[config.mk]
export PLATFORM = sky130hd
export DESIGN_NAME = paf_addr_filter
export DESIGN_NICKNAME = d
export VERILOG_FILES = /design/src/rtl/paf_pkg.sv /design/src/rtl/paf_setup_loader.sv /design/src/rtl/paf_match_seq.sv /design/src/rtl/paf_decide.sv /design/src/rtl/paf_addr_filter.sv
export SDC_FILE = /design/constraint.sdc
export NUM_CORES = 2
export LEC_CHECK = 0
export BUFFER_PORTS_ARGS = -buffer_cell sky130_fd_sc_hd__buf_2
export CAP_MARGIN = 10
export CORE_ASPECT_RATIO = 0.9
export CORE_UTILIZATION = 50
export CTS_CLUSTER_SIZE = 12
export DETAILED_ROUTE_END_ITERATION = 7
export HOLD_SLACK_MARGIN = 0.15
export PLACE_DENSITY = 0.75
export SLEW_MARGIN = 20
export SYNTH_ARGS = -nofsm -noshare
export SYNTH_HDL_FRONTEND = slang
export SYNTH_SLANG_ARGS = --single-unit
[constraint.sdc]
create_clock -name clk -period 24 [get_ports clk]
set_clock_uncertainty 0.1 [all_clocks]
set_input_delay 2.4 -clock clk [delete_from_list [all_inputs] [get_ports clk]]
set_output_delay 2.4 -clock clk [all_outputs]
set_load 0.02 [all_outputs]
[src/rtl/paf_pkg.sv]
package paf_pkg;
   typedef struct packed {
      logic inverse;
      logic pass_mcast;
      logic rx_all;
      logic promisc;
   } paf_mode_t;

   typedef struct packed {
      logic accept;
      logic filt_fail;
      logic mcast;
   } paf_verdict_t;
endpackage

[src/rtl/paf_setup_loader.sv]
module paf_setup_loader #(
   parameter int N_ENT      = 16,
   parameter int ADDR_BYTES = 6,
   parameter int SLOT_BYTES = 12
) (
   input  logic                             clk,
   input  logic                             rst_n,
   input  logic                             in_valid,
   input  logic                             in_last,
   input  logic [7:0]                       in_byte,
   output logic [N_ENT*ADDR_BYTES*8-1:0]    table_flat
);
   localparam int AW     = ADDR_BYTES * 8;
   localparam int ENT_W  = (N_ENT > 1) ? $clog2(N_ENT) : 1;
   localparam int SLOT_W = $clog2(SLOT_BYTES);

   generate
      if (SLOT_BYTES != 2 * ADDR_BYTES) begin : g_bad_slot
         $error("slot must hold each address byte followed by two padding bytes per pair");
      end
   endgenerate

   logic [ENT_W-1:0]  slot_q;
   logic [SLOT_W-1:0] off_q;
   logic              over_q;
   logic [AW-1:0]     shadow [N_ENT];
   logic [AW-1:0]     live   [N_ENT];

   logic keep_byte, final_byte, commit;
   int   byte_idx;

   always_comb begin
      keep_byte  = (int'(off_q) % 4) < 2;
      byte_idx   = (int'(off_q) / 4) * 2 + (int'(off_q) % 4);
      final_byte = (int'(slot_q) == N_ENT - 1) && (int'(off_q) == SLOT_BYTES - 1) && !over_q;
      commit     = in_valid && in_last && final_byte;
   end

   always_ff @(posedge clk) begin
      if (!rst_n) begin
         slot_q <= '0;
         off_q  <= '0;
         over_q <= 1'b0;
      end else if (in_valid) begin
         if (!over_q && keep_byte)
            shadow[slot_q][byte_idx*8 +: 8] <= in_byte;
         if (in_last) begin
            slot_q <= '0;
            off_q  <= '0;
            over_q <= 1'b0;
         end else if (final_byte) begin
            over_q <= 1'b1;
         end else if (!over_q) begin
            if (int'(off_q) == SLOT_BYTES - 1) begin
               off_q  <= '0;
               slot_q <= slot_q + 1'b1;
            end else begin
               off_q <= off_q + 1'b1;
            end
         end
      end
   end

   generate
      for (genvar e = 0; e < N_ENT; e++) begin : g_entry
         always_ff @(posedge clk) begin
            if (!rst_n)
               live[e] <= '0;
            else if (commit)
               live[e] <= shadow[e];
         end
         assign table_flat[e*AW +: AW] = live[e];
      end
   endgenerate


   table_frozen_chk: assert property (@(posedge clk) disable iff (!rst_n)
      !$stable(table_flat) |-> $past(in_valid && in_last));
endmodule

[src/rtl/paf_match_seq.sv]
module paf_match_seq
   import paf_pkg::*;
#(
   parameter int N_ENT = 16,
   parameter int AW    = 48
) (
   input  logic                 clk,
   input  logic                 rst_n,
   input  logic                 start,
   input  logic [AW-1:0]        addr,
   input  paf_mode_t            mode,
   input  logic [N_ENT*AW-1:0]  table_flat,
   output logic                 done,
   output logic                 hit,
   output logic [AW-1:0]        addr_q,
   output paf_mode_t            mode_q
);
   localparam int CW    = $clog2(N_ENT + 1);
   localparam int ENT_W = (N_ENT > 1) ? $clog2(N_ENT) : 1;

   logic          busy;
   logic [CW-1:0] cnt;
   logic [ENT_W-1:0] idx;
   logic [AW-1:0] cur_ent;

   assign idx     = cnt[ENT_W-1:0];
   assign cur_ent = table_flat[idx*AW +: AW];

   always_ff @(posedge clk) begin
      if (!rst_n) begin
         busy   <= 1'b0;
         done   <= 1'b0;
         cnt    <= '0;
         hit    <= 1'b0;
         addr_q <= '0;
         mode_q <= '0;
      end else begin
         done <= 1'b0;
         if (!busy) begin
            if (start) begin
               busy   <= 1'b1;
               cnt    <= '0;
               hit    <= 1'b0;
               addr_q <= addr;
               mode_q <= mode;
            end
         end else if (int'(cnt) == N_ENT) begin
            busy <= 1'b0;
            done <= 1'b1;
         end else begin
            hit <= hit | (cur_ent == addr_q);
            cnt <= cnt + 1'b1;
         end
      end
   end


   done_pulse_chk: assert property (@(posedge clk) disable iff (!rst_n)
      done |=> !done);

   done_after_walk_chk: assert property (@(posedge clk) disable iff (!rst_n)
      done |-> $past(busy));
endmodule

[src/rtl/paf_decide.sv]
module paf_decide
   import paf_pkg::*;
#(
   parameter int AW = 48
) (
   input  logic [AW-1:0] addr,
   input  paf_mode_t     mode,
   input  logic          hit,
   output paf_verdict_t  verdict
);
   always_comb begin
      verdict = '0;
      if (&addr) begin
         verdict.accept = 1'b1;
      end else if (mode.promisc || mode.rx_all) begin
         verdict.accept    = 1'b1;
         verdict.filt_fail = 1'b1;
      end else if (mode.pass_mcast && addr[0]) begin
         verdict.accept = 1'b1;
         verdict.mcast  = 1'b1;
      end else begin
         verdict.accept = hit ^ mode.inverse;
      end
   end
endmodule

[src/rtl/paf_addr_filter.sv]
module paf_addr_filter
   import paf_pkg::*;
#(
   parameter int N_ENT      = 16,
   parameter int ADDR_BYTES = 6,
   parameter int SLOT_BYTES = 12
) (
   input  logic                    clk,
   input  logic                    rst_n,
   input  logic                    setup_valid,
   input  logic                    setup_last,
   input  logic [7:0]              setup_byte,
   input  logic                    query_start,
   input  logic [ADDR_BYTES*8-1:0] query_addr,
   input  logic                    mode_promisc,
   input  logic                    mode_rx_all,
   input  logic                    mode_pass_mcast,
   input  logic                    mode_inverse,
   output logic                    res_valid,
   output logic                    res_accept,
   output logic                    res_filt_fail,
   output logic                    res_mcast
);
   localparam int AW = ADDR_BYTES * 8;

   logic [N_ENT*AW-1:0] table_flat;
   logic                done, hit;
   logic [AW-1:0]       addr_q;
   paf_mode_t           mode_in, mode_q;
   paf_verdict_t        verdict;

   assign mode_in = '{inverse: mode_inverse, pass_mcast: mode_pass_mcast,
                      rx_all: mode_rx_all, promisc: mode_promisc};

   paf_setup_loader #(.N_ENT(N_ENT), .ADDR_BYTES(ADDR_BYTES), .SLOT_BYTES(SLOT_BYTES)) u_loader (
      .clk(clk), .rst_n(rst_n), .in_valid(setup_valid), .in_last(setup_last),
      .in_byte(setup_byte), .table_flat(table_flat));

   paf_match_seq #(.N_ENT(N_ENT), .AW(AW)) u_match (
      .clk(clk), .rst_n(rst_n), .start(query_start), .addr(query_addr), .mode(mode_in),
      .table_flat(table_flat), .done(done), .hit(hit), .addr_q(addr_q), .mode_q(mode_q));

   paf_decide #(.AW(AW)) u_decide (
      .addr(addr_q), .mode(mode_q), .hit(hit), .verdict(verdict));

   assign res_valid     = done;
   assign res_accept    = done & verdict.accept;
   assign res_filt_fail = done & verdict.filt_fail;
   assign res_mcast     = done & verdict.mcast;


   bcast_clean_chk: assert property (@(posedge clk) disable iff (!rst_n)
      (res_valid && (&addr_q)) |-> (res_accept && !res_filt_fail && !res_mcast));

   flags_excl_chk: assert property (@(posedge clk) disable iff (!rst_n)
      res_valid |-> !(res_filt_fail && res_mcast));

   mcast_needs_bit_chk: assert property (@(posedge clk) disable iff (!rst_n)
      res_mcast |-> (addr_q[0] && res_accept));
endmodule

==> summary.md <==
| Metric | Value |
|---|---|
| Status | completed |
| Share of cells above drive strength 1 | 12.2% |
| Clk sinks | 1605 |
| Main combinational cell family by area after synthesis | simple AND/OR/NAND/NOR gates |
| CP max FO | 8 |
| RSZ-0062 raised after global routing | no |
| Worst-Margin Slew | 1230 ps |
| Largest net degree at the start of global routing | 272 |
| Mean Syn Cell Area | 17.0 um^2 |
| Vias per cell | 5.89 |
| DRT Wirelength | 141000 um |
| Slowest-stage cell, CP | nor4_1 |
| Num ports | 69 |
| Syn Nets | 3753 |
| Layout Nets | 3829 |
| Total global-route track usage | 22.4% |
| Post-Synth Adder-Cell Area | 0.241% |
| Avg WL per Cell | 25.9 um |
| Hold Slack | 380 ps |
| DRT antenna net count | 0 |
| Crit-path leading delay family | simple AND/OR/NAND/NOR gates |
| H-Tree Depth | 4 |
| Hold_buf cts | 0 |
| Setup TNS Final | 0 ps |
| Req. time, crit path | 21500 ps |
| Placement Setup Slack | 17720 ps |
| Initial antenna violation count | 7 |
| Die Wd | 374 um |
| Part of the Yosys area used for sequential elements | 76.1% |
| Final setup vio count | 0 |
| Mapped Area | 62400 um^2 |
| Period utilization | 24.8% |
| CP startpoint kind | flop |
| Post-synthesis simple-gate area fraction | 11.7% |
| Ys async rst share | 0% |
| Vias in the first global route | 30798 |
| Synthesized flop and latch total | 1605 |
| HPWL Detailed | 87900 um |
| Final slew viol count | 0 |
| Row count | 122 |
| Crit path buf inv count | 1 |
| Mux contribution to synthesized area | 7.17% |
| First-pass GRT wire length | 204000 um |
| DRC | 0 |
| Worst EP arrival | 3460 ps |
| Power Dens Cells | 81.0 nW/um^2 |
| Root buffer cell | clkbuf_16 |
| MaxCap Viol Count | 0 |
| Min setup slack post-route | 18040 ps |
| Worst skew pair latency | 780 ps |
| Fin cells | 5445 |
| Synth cell types | 56 |
| Starting DRT DRC Count | 4550 |
| Peak supply drop | 0.0000642 V |
| Compound-Gate Fraction of Synth Area | 2.57% |
| Kind of critical path | flop to output pin |
| Crit-path max cell delay | 740 ps |
| Hold Path Class | flop to flop |
| Xor/xnor share of the synthesized area | 0.632% |
| P&R area growth vs syn | 10.4% |
| Die H | 337 um |
| Max transition margin | 16.6% |
| TritonCTS clock tree | done |
| Core Area | 123000 um^2 |
| Total of warnings raised by yosys | 0 |
| Clk slew on worst S/H paths | 60 ps |
| Lkg Pwr | 22.2 nW |
| Most common cell after layout, fill and taps aside | edfxtp_1 |
| Crit-path cells | nand4_1 -> nor4_1 -> nand3_1 -> a41oi_1 -> buf_2 |
| Post-route minimum period | 5960 ps |
| Top_reg_cell synth | edfxtp_1 |
| Setup bufs post-CTS | 0 |
| Final Hold Violating Endpoints | 0 |
| Die ar. | 126000 um^2 |
| Clk buf depth | 3 |
| TritonCTS Buffers | 156 |
| Placed insts | 5204 |
| Routability cong. | 0.931 |
| Most frequent cells in the layout | edfxtp_1 (1536), and2_1 (797), clkbuf_16 (159), nand2_1 (153), mux2i_1 (151) |
| # resized after CTS | 0 |
| Number of synthesized flops with an enable pin | 1536 |
| Grt ovf | 0 |
| DR pass1 iterations | 6 |
| Port Buffers | 68 |
| Syn Inst Count | 3676 |
| Fmax | 168 MHz |
| Starting Density | 50.6% |
| Vias post-DR | 32056 |
| CP endpoint kind | output pin |
path summary, 6_finish.rpt:
| check | from | end | slack, ps | depth (start not counted) |
|---|---|---|---|---|
| max | u_match.addr_q[28] | res_accept | 18040 | 5 |
| min | u_match.mode_q[2] | u_match.mode_q[2] | 380 | 2 |
| max reg2reg | u_loader.slot_q[0] | u_loader.live[0][363] | 18570 | 7 |
| min reg2reg | u_match.mode_q[2] | u_match.mode_q[2] | 380 | 2 |
synth_stat cells (all sizes together), types with 5 or more instances:
library cell  instances  area share (%)
a2111oi              13            0.18
a211o                18            0.25
a211oi                6           0.072
a21boi               55            0.66
a21oi                14            0.11
a221oi                5           0.070
a22o                  6           0.084
a22oi                57            0.69
a31oi                 6           0.060
and2                798             8.0
and3                 16            0.16
and4                 16            0.22
buf                  55            0.54
clkbuf              151            0.91
dfxtp                69             2.2
edfxtp             1536              74
ha                   12            0.24
inv                  13           0.078
mux2i               151             2.4
mux4                130             4.7
nand2               154            0.93
nand2b               10            0.10
nand3                27            0.22
nand4                40            0.40
nor2                153            0.92
nor2b                14            0.14
nor3                 36            0.29
nor4                 12            0.12
o21ai                12           0.096
o22ai                13            0.13
or3                   5           0.050
xnor2                29            0.41
xor2                 16            0.22
tightest hold or removal path: stages (launching register included):
cell      delay, ps
dfxtp_1         310
nand2_1          50
a21boi_0         70
metrics by stage:
stage | instance area (um^2) | utilization [%] | total power [W]
2_1_floorplan | 62400 | - | 0.00339
3_3_place_gp | 64400 | 52.2 | 0.00342
3_5_place_dp | 64400 | 52.2 | 0.00343
4_1_cts | 68800 | 55.8 | 0.00560
5_1_grt | 68900 | 55.8 | 0.00572
6_report | 68900 | 55.9 | 0.00558
final cells by class:
| class | instances | area, um^2 |
|---|---|---|
| clock buffer | 208 | 4180 |
| multi-input combinational | 1852 | 14000 |
| tap | 1612 | 2020 |
| clock inverter | 24 | 201 |
| fill | 9095 | 54400 |
| antenna | 7 | 17.5 |
| timing repair buffer | 124 | 876 |
| inverter | 13 | 48.8 |
| sequential | 1605 | 47500 |
routing by layer:
| metal | vias to the layer above | track usage [%] | part of all wire [%] |
|---|---|---|---|
| met3 | 271 | 5.96 | 12 |
| met4 | 8 | 7.46 | 2.9 |
| li1 | 13859 | - | - |
| met2 | 1722 | 32.9 | 44 |
| met1 | 16196 | 32.6 | 41 |
| met5 | - | 0.717 | 0.12 |
state kept, by name, indices dropped and copies added (netlist names):
name,flops
u_match.done,1
u_match.busy,1
u_loader.shadow,768
u_match.cnt,5
u_loader.over_q,1
u_loader.slot_q,4
u_match.addr_q,48
u_match.hit,1
u_loader.live,768
u_match.mode_q,4
u_loader.off_q,4
report_power, final:
| group | internal [W] | total (W) | leakage, nW | switching, W |
|---|---|---|---|---|
| clock network | 0.00123 | 0.00220 | 2.13 | 0.000974 |
| logic | 0.0000793 | 0.000218 | 5.48 | 0.000138 |
| registers | 0.00312 | 0.00316 | 14.6 | 0.0000379 |
| total | 0.00443 | 0.00558 | 22.2 | 0.00115 |
logic make-up (layout without fill, tap and decap cells):
logic type | after synthesis | after routing
buffers and inverters | 219 | 369
flip-flops | 1605 | 1605
AO/OA/AOI/OAI | 217 | 217
other | 0 | 7
multiplexers | 284 | 284
adder cells (fa/ha/maj) | 12 | 12
AND/OR/NAND/NOR | 1294 | 1294
XOR/XNOR | 45 | 45
Note: power is estimated with default switching activity, not from simulation.
